**config.mk**
```make
export PLATFORM = sky130hd
export DESIGN_NAME = blkmerge_expander
export DESIGN_NICKNAME = d
export VERILOG_FILES = /design/src/rtl/bmx_pkg.sv /design/src/rtl/bmx_parse_fsm.sv /design/src/rtl/bmx_block_asm.sv /design/src/rtl/bmx_emit.sv /design/src/rtl/blkmerge_expander.sv
export SDC_FILE = /design/constraint.sdc
export NUM_CORES = 1
export LEC_CHECK = 0
export BUFFER_PORTS_ARGS = -buffer_cell sky130_fd_sc_hd__buf_4
export CAP_MARGIN = 20
export CORE_AREA = 2 2 78 80
export CTS_CLUSTER_SIZE = 20
export DETAILED_ROUTE_END_ITERATION = 10
export DIE_AREA = 0 0 80 82
export GPL_TIMING_DRIVEN = 1
export HOLD_SLACK_MARGIN = 0.03
export PLACE_DENSITY = 0.82
export SLEW_MARGIN = 10
export SYNTH_ARGS = -nofsm -noshare
export SYNTH_HDL_FRONTEND = slang
export SYNTH_SLANG_ARGS = --single-unit
```
**constraint.sdc**
```tcl
create_clock -name clk -period 5.5 [get_ports clk]
set_input_delay 0.55 -clock clk [delete_from_list [all_inputs] [get_ports clk]]
set_output_delay 0.55 -clock clk [all_outputs]
set_load 0.005 [all_outputs]
```
**src/rtl/bmx_pkg.sv**
```systemverilog
package bmx_pkg;
    localparam int GROUPS   = 5;
    localparam int MAX_ONES = GROUPS - 1;
    localparam int RUN_W    = GROUPS;

    typedef enum logic [2:0] {
        ST_PREFIX,
        ST_COUNT,
        ST_TYPE,
        ST_TYPE2,
        ST_DATA,
        ST_EMIT
    } bmx_state_t;

    typedef enum logic [1:0] {
        BT_MIRROR,
        BT_INVERT,
        BT_FULL
    } bmx_kind_t;
endpackage

```
**src/rtl/bmx_parse_fsm.sv**
```systemverilog
module bmx_parse_fsm
    import bmx_pkg::*;
#(
    parameter int BLOCK_BITS = 10,
    parameter int IDX_W      = $clog2(BLOCK_BITS)
) (
    input  logic             clk,
    input  logic             rst_n,
    input  logic             in_valid,
    input  logic             in_bit,
    input  logic             emit_last,
    output logic             in_ready,
    output logic             wr_en,
    output logic [IDX_W-1:0] wr_idx,
    output logic             fill_en,
    output logic             fill_inv,
    output logic             start_emit,
    output logic [RUN_W-1:0] run_count
);
    localparam logic [IDX_W-1:0] LAST_FULL = IDX_W'(BLOCK_BITS - 1);
    localparam logic [IDX_W-1:0] LAST_HALF = IDX_W'(BLOCK_BITS / 2 - 1);
    localparam logic [2:0]       ONES_TOP  = 3'(MAX_ONES - 1);
    localparam logic [2:0]       TOP_GROUP = 3'(MAX_ONES);

    bmx_state_t       state, state_nx;
    bmx_kind_t        kind;
    logic [2:0]       ones_cnt;
    logic [2:0]       cnt_left;
    logic [RUN_W-1:0] run_acc;
    logic [IDX_W-1:0] data_idx;
    logic             take;
    logic             last_data;

    assign take      = in_valid && (state != ST_EMIT);
    assign last_data = (kind == BT_FULL) ? (data_idx == LAST_FULL)
                                         : (data_idx == LAST_HALF);

    // state register
    always_ff @(posedge clk or negedge rst_n) begin
        if (!rst_n) state <= ST_PREFIX;
        else        state <= state_nx;
    end

    // transitions
    always_comb begin
        state_nx = state;
        unique case (state)
            ST_PREFIX: if (take) begin
                if (!in_bit)
                    state_nx = (ones_cnt == 3'd0) ? ST_TYPE : ST_COUNT;
                else if (ones_cnt == ONES_TOP)
                    state_nx = ST_COUNT;
            end
            ST_COUNT:  if (take && cnt_left == 3'd1) state_nx = ST_TYPE;
            ST_TYPE:   if (take) state_nx = in_bit ? ST_DATA : ST_TYPE2;
            ST_TYPE2:  if (take) state_nx = ST_DATA;
            ST_DATA:   if (take && last_data) state_nx = ST_EMIT;
            ST_EMIT:   if (emit_last) state_nx = ST_PREFIX;
            default:   state_nx = ST_PREFIX;
        endcase
    end

    // outputs
    always_comb begin
        in_ready   = (state != ST_EMIT);
        wr_en      = (state == ST_DATA) && take;
        wr_idx     = data_idx;
        start_emit = wr_en && last_data;
        fill_en    = start_emit && (kind != BT_FULL);
        fill_inv   = (kind == BT_INVERT);
        run_count  = run_acc;
    end

    // field registers
    always_ff @(posedge clk or negedge rst_n) begin
        if (!rst_n) begin
            ones_cnt <= '0;
            cnt_left <= '0;
            run_acc  <= RUN_W'(1);
            kind     <= BT_FULL;
            data_idx <= '0;
        end else if (take) begin
            unique case (state)
                ST_PREFIX: begin
                    if (!in_bit) begin
                        cnt_left <= ones_cnt;
                        run_acc  <= RUN_W'(1);
                        ones_cnt <= '0;
                    end else if (ones_cnt == ONES_TOP) begin
                        cnt_left <= TOP_GROUP;
                        run_acc  <= RUN_W'(1);
                        ones_cnt <= '0;
                    end else begin
                        ones_cnt <= ones_cnt + 1'b1;
                    end
                end
                ST_COUNT: begin
                    run_acc  <= {run_acc[RUN_W-2:0], in_bit};
                    cnt_left <= cnt_left - 1'b1;
                end
                ST_TYPE: begin
                    if (in_bit) kind <= BT_MIRROR;
                    data_idx <= '0;
                end
                ST_TYPE2: begin
                    kind     <= in_bit ? BT_INVERT : BT_FULL;
                    data_idx <= '0;
                end
                ST_DATA:  data_idx <= data_idx + 1'b1;
                default: ;
            endcase
        end
    end

    AST_PREFIX_BOUND: assert property (@(posedge clk) disable iff (!rst_n)
        (state == ST_PREFIX) |-> (ones_cnt <= ONES_TOP));
    AST_COUNT_BOUND: assert property (@(posedge clk) disable iff (!rst_n)
        (state == ST_COUNT) |-> (cnt_left != 3'd0 && cnt_left <= TOP_GROUP));
    AST_IDLE_HOLDS: assert property (@(posedge clk) disable iff (!rst_n)
        (!in_valid && state != ST_EMIT) |=> (state == $past(state)));
endmodule

```
**src/rtl/bmx_block_asm.sv**
```systemverilog
module bmx_block_asm #(
    parameter int BLOCK_BITS = 10,
    parameter int IDX_W      = $clog2(BLOCK_BITS)
) (
    input  logic                  clk,
    input  logic                  rst_n,
    input  logic                  wr_en,
    input  logic [IDX_W-1:0]      wr_idx,
    input  logic                  wr_bit,
    input  logic                  fill_en,
    input  logic                  fill_inv,
    output logic [BLOCK_BITS-1:0] blk_q,
    output logic [BLOCK_BITS-1:0] blk_nx
);
    localparam int HALF = BLOCK_BITS / 2;

    logic [HALF-1:0] hi_nx;
    logic [HALF-1:0] lo_nx;

    // per-position select: hold, incoming bit, or copy/inverse of the upper half
    for (genvar j = 0; j < HALF; j++) begin : g_pos
        always_comb begin
            if (wr_en && wr_idx == IDX_W'(HALF - 1 - j)) hi_nx[j] = wr_bit;
            else                                         hi_nx[j] = blk_q[HALF + j];
        end
        always_comb begin
            if (fill_en)                                       lo_nx[j] = hi_nx[j] ^ fill_inv;
            else if (wr_en && wr_idx == IDX_W'(BLOCK_BITS-1-j)) lo_nx[j] = wr_bit;
            else                                               lo_nx[j] = blk_q[j];
        end
    end

    assign blk_nx = {hi_nx, lo_nx};

    always_ff @(posedge clk or negedge rst_n) begin
        if (!rst_n) blk_q <= '0;
        else        blk_q <= blk_nx;
    end

    AST_MIRROR_FILL: assert property (@(posedge clk) disable iff (!rst_n)
        (fill_en && !fill_inv) |=> (blk_q[BLOCK_BITS-1:HALF] == blk_q[HALF-1:0]));
    AST_INVERT_FILL: assert property (@(posedge clk) disable iff (!rst_n)
        (fill_en && fill_inv) |=> (blk_q[BLOCK_BITS-1:HALF] == ~blk_q[HALF-1:0]));
endmodule

```
**src/rtl/bmx_emit.sv**
```systemverilog
module bmx_emit #(
    parameter int BLOCK_BITS = 10,
    parameter int IDX_W      = $clog2(BLOCK_BITS),
    parameter int RUN_W      = 5
) (
    input  logic                  clk,
    input  logic                  rst_n,
    input  logic                  start,
    input  logic [RUN_W-1:0]      run_count,
    input  logic [BLOCK_BITS-1:0] load_blk,
    input  logic [BLOCK_BITS-1:0] hold_blk,
    output logic                  scan_data,
    output logic                  scan_en,
    output logic                  emit_last
);
    localparam logic [IDX_W-1:0] LAST_POS = IDX_W'(BLOCK_BITS - 1);
    localparam logic [RUN_W-1:0] ONE_RUN  = RUN_W'(1);

    logic                  busy;
    logic [BLOCK_BITS-1:0] shreg;
    logic [IDX_W-1:0]      bitpos;
    logic [RUN_W-1:0]      runs_left;

    always_ff @(posedge clk or negedge rst_n) begin
        if (!rst_n) begin
            busy      <= 1'b0;
            shreg     <= '0;
            bitpos    <= '0;
            runs_left <= '0;
        end else if (start) begin
            busy      <= 1'b1;
            shreg     <= load_blk;
            bitpos    <= '0;
            runs_left <= run_count;
        end else if (busy) begin
            if (bitpos == LAST_POS) begin
                bitpos <= '0;
                if (runs_left == ONE_RUN) begin
                    busy <= 1'b0;
                end else begin
                    runs_left <= runs_left - 1'b1;
                    shreg     <= hold_blk;
                end
            end else begin
                bitpos <= bitpos + 1'b1;
                shreg  <= {shreg[BLOCK_BITS-2:0], 1'b0};
            end
        end
    end

    assign scan_en   = busy;
    assign scan_data = busy & shreg[BLOCK_BITS-1];
    assign emit_last = busy && (bitpos == LAST_POS) && (runs_left == ONE_RUN);

    AST_RUN_NONZERO: assert property (@(posedge clk) disable iff (!rst_n)
        busy |-> (runs_left != '0));
    AST_RUN_STEP: assert property (@(posedge clk) disable iff (!rst_n)
        (busy && bitpos == LAST_POS && runs_left > ONE_RUN)
        |=> (busy && runs_left == $past(runs_left) - 1'b1));
    AST_NO_RESTART: assert property (@(posedge clk) disable iff (!rst_n)
        start |-> !busy);
endmodule

```
**src/rtl/blkmerge_expander.sv**
```systemverilog
module blkmerge_expander
    import bmx_pkg::*;
#(
    parameter int BLOCK_BITS = 10
) (
    input  logic clk,
    input  logic rst_n,
    input  logic in_valid,
    input  logic in_bit,
    output logic in_ready,
    output logic scan_data,
    output logic scan_en
);
    localparam int IDX_W = $clog2(BLOCK_BITS);

    logic                  wr_en;
    logic [IDX_W-1:0]      wr_idx;
    logic                  fill_en;
    logic                  fill_inv;
    logic                  start_emit;
    logic                  emit_last;
    logic [RUN_W-1:0]      run_count;
    logic [BLOCK_BITS-1:0] blk_q;
    logic [BLOCK_BITS-1:0] blk_nx;

    initial begin
        if (BLOCK_BITS < 2 || (BLOCK_BITS % 2) != 0)
            $error("BLOCK_BITS must be even and at least 2");
    end

    bmx_parse_fsm #(.BLOCK_BITS(BLOCK_BITS), .IDX_W(IDX_W)) u_fsm (
        .clk        (clk),
        .rst_n      (rst_n),
        .in_valid   (in_valid),
        .in_bit     (in_bit),
        .emit_last  (emit_last),
        .in_ready   (in_ready),
        .wr_en      (wr_en),
        .wr_idx     (wr_idx),
        .fill_en    (fill_en),
        .fill_inv   (fill_inv),
        .start_emit (start_emit),
        .run_count  (run_count)
    );

    bmx_block_asm #(.BLOCK_BITS(BLOCK_BITS), .IDX_W(IDX_W)) u_asm (
        .clk      (clk),
        .rst_n    (rst_n),
        .wr_en    (wr_en),
        .wr_idx   (wr_idx),
        .wr_bit   (in_bit),
        .fill_en  (fill_en),
        .fill_inv (fill_inv),
        .blk_q    (blk_q),
        .blk_nx   (blk_nx)
    );

    bmx_emit #(.BLOCK_BITS(BLOCK_BITS), .IDX_W(IDX_W), .RUN_W(RUN_W)) u_emit (
        .clk       (clk),
        .rst_n     (rst_n),
        .start     (start_emit),
        .run_count (run_count),
        .load_blk  (blk_nx),
        .hold_blk  (blk_q),
        .scan_data (scan_data),
        .scan_en   (scan_en),
        .emit_last (emit_last)
    );

    AST_STALL_IN_EMIT: assert property (@(posedge clk) disable iff (!rst_n)
        scan_en |-> !in_ready);
    AST_NO_WRITE_IN_EMIT: assert property (@(posedge clk) disable iff (!rst_n)
        scan_en |-> !wr_en);
    AST_READY_AFTER_LAST: assert property (@(posedge clk) disable iff (!rst_n)
        emit_last |=> in_ready);
endmodule

```
==> flow_summary.toml <==
[setup_path]
arrival_ps = 2500
worstSetupEndpointType = "register"
path_class = "register to register"
reg2reg_from = "u_fsm.state[1]"
cp_cell_sequence = "nand4bb_1 -> nor4b_2 -> mux2i_1 -> xnor2_1 -> mux2i_1"
required_ps = 5680
slowest_delay_ps = 590
startpoint_type = "register"
crit_top_cell = "mux2i_1"
critical_path.slowest_cell = "dfrtp_1"
critPathMaxFanout = 21
crit_start = "u_fsm.state[1]"

[cts]
cts_setup_buffers = 0
cts.path.max_buffers = 2
ctsHoldBuffers = 0
cts_max_level = 2
cts_tree = "yes"
clk_pin_slew_ps = 90
cts_buffers = 5
clockRootBuffer = "clkbuf_8"
clock_latency_ps = 310
cts_resized = 0
cts.sinks = 50

[floorplanning]
rows = 28
die_w_um = 80
io-pin-count = 7
fp.coreArea_um2 = 5750
initial_core_util_pct = 53.1
die_h_um = 82
die_area_um2 = 6560

[min_path]
hp-class = "input port to asynchronous set/reset pin"

[place]
placed_area_um2 = 3080
hpwl_um = 4140
gp_congestion = 0.841
portBuffers = 6

[power]
powerDensity_nw_per_um2 = 501
ir_drop_v = 0.000350
internal_power_mw = 0.947
swShare_pct = 40.8
pwr-share-clk_pct = 16.4
combPwrFrac_pct = 39.3
seqPwrFrac_pct = 44.3
switchingPower_mw = 0.653
p_leak_nw = 1.36

[yosys]
yosysTopAreaCellShare_pct = 39.3
synth_fa_ha_area_share_pct = 4.92
synth_area_um2 = 3050
synth.area.top_cells = "dfrtp_1 39%, ha_1 4.9%, mux2i_1 4.6%"
synth_top_cells_by_count = "48 x dfrtp_1, 37 x nand2_1, 24 x o21ai_0"
synth-compound-area-share_pct = 19.1
synth_xor_area_share_pct = 2.87
ys_ff_latch = 50
synth_edf_count = 0
synth-simple-area-share_pct = 20.7
syn-instance-count = 323
synth_top_area_cell = "dfrtp_1"
avgSynthCellArea_um2 = 9.45
yosysMostFrequentCell = "dfrtp_1"
synth.mux.area_fraction_pct = 5.70
synth_ff_type = "dfrtp_1"
synth.distinct_cells = 55
seq_area_frac_synth_pct = 41.1
synth_top_family_by_area = "simple AND/OR/NAND/NOR gates"
synth_warnings = 0
async_flop_share_pct = 100
syn_nets = 339

[timing]
finalSetupViolCount = 0
layout_min_cycle_time_ps = 2320
finalSetupTns_ps = 0
drv_slew = 0
tightest_slew_ps = 958
max_freq_mhz = 430
holdWs_ps = 246
fin_worst_skew_ps = 10.8
max-slew-margin-rel_pct = 35.9
finalHoldViolCount = 0
rsz0062_at_grt = "no"
final_min_period_over_clock_period_pct = 42.2

[run_status]
status = "complete, no violations"

[finish]
syn_to_final_growth_pct = 4.63
drive_gt1_share_pct = 9.55
antenna_cells = 0
nFillCells = 529
fin_area_um2 = 3190
nNetsFinal = 329
post-route-util_pct = 55.6

[route]
drtIter0Drc = 245
wl_um = 5880
dr_total_vias = 2314
drtAntennaViolNets = 0
dr.pass1.iters = 4
detail_route.wl_per_cell_um = 15.1
viasPerCell = 5.95
drc = 0

[grt]
grt_usage_pct = 20.3
grt_pass1_vias = 2177
antenna_found_initial = 0
grt_first_pass_wirelength_um = 10400
grt_max_degree = 51
gr-total-overflow = 0

[flow_run]
maxCapViolCount = 0
[worst max-delay path: cells and delay by family (launching register included)]
| kind | cells | cell delay [ps] |
|---|---|---|
| simple gates | 2 | 930 |
| xor+xnor | 1 | 190 |
| mux | 2 | 500 |
| flops | 1 | 590 |
[flip-flops by register name (all words and copies together), names as in the netlist]
register / cells
u_fsm.state: 3
u_fsm.wr_idx: 4
u_emit.shreg: 10
u_emit.runs_left: 5
u_fsm.cnt_left: 3
u_fsm.ones_cnt: 3
u_fsm.run_count: 5
u_fsm.kind: 2
u_emit.scan_en: 1
u_asm.blk_q: 10
u_emit.bitpos: 4
[metal layers]
| metal | global-route usage (%) | share of wire, % | up-vias | wire length [um] |
|---|---|---|---|---|
| li1 | - | - | 1144 | - |
| met5 | 0 | 0 | - | 0 |
| met4 | 5.42 | 0.71 | 0 | 42 |
| met1 | 28.3 | 48 | 1117 | 2810 |
| met3 | 4.29 | 4.5 | 5 | 266 |
| met2 | 32.3 | 47 | 48 | 2760 |
[power by group through the flow]
stage | sequential (mW) | combinational [mW] | clock, mW
detailed placement | 0.713 | 0.630 | 0
finish | 0.709 | 0.629 | 0.262
global route | 0.733 | 0.717 | 0.282
global placement | 0.703 | 0.608 | 0
CTS | 0.705 | 0.635 | 0.264
floorplan | 0.620 | 0.573 | 0
[logic make-up after synthesis]
family / count (synthesis)
simple gates: 107
compound gates: 86
mux: 17
fa+ha+maj: 12
xor+xnor: 10
buf+inv: 41
flops: 50
[worst paths after layout]
kind / cells after the start / slack, ps / end
worst min register to register: 2 / 490 / u_fsm.run_count[4]
min in group clk: 2 / 490 / u_fsm.run_count[4]
worst max-delay path: 5 / 3180 / u_asm.blk_q[1]
worst max register to register: 5 / 3180 / u_asm.blk_q[1]
worst min-delay path: 1 / 250 / u_asm.blk_q[1]
max in group asynchronous: 1 / 4820 / u_fsm.wr_idx[3]
[cell usage in the layout, fill, tap and decap left out, drive strengths merged, types with 3 or more instances in the layout]
cell type	n
o21ai	26
nand2	37
buf	6
a31oi	6
o311ai	3
ha	12
and2	4
nor2	19
nand2b	5
clkbuf	6
o211ai	4
dfrtp	48
a21o	3
xnor2	9
o22ai	4
a21oi	12
nor3	9
mux2i	14
inv	18
or3	6
nand4	3
nor4b	5
mux2	3
o22a	9
nand4b	5
o221ai	6
nor2b	4
[final cells by class]
| class | instances | area, um2 | share of cell area [%] |
|---|---|---|---|
| Clock buffer | 6 | 72.6 | 2.27 |
| Timing Repair Buffer | 6 | 45.0 | 1.41 |
| Sequential cell | 50 | 1250 | 39.2 |
| Multi-Input combinational cell | 232 | 1620 | 50.8 |
| Inverter | 18 | 67.6 | 2.12 |
| Clock inverter | 2 | 37.5 | 1.18 |
| Tap cell | 75 | 93.8 | 2.94 |
[through the flow]
step	power [mW]	setup slack, ps	instances
finish	1.60	3180	389
global route	1.73	2980	389
CTS	1.60	3180	389
detailed placement	1.34	3190	381
global placement	1.31	3240	381
floorplan	1.19	3530	323
Power figures use the tool's default switching activity.
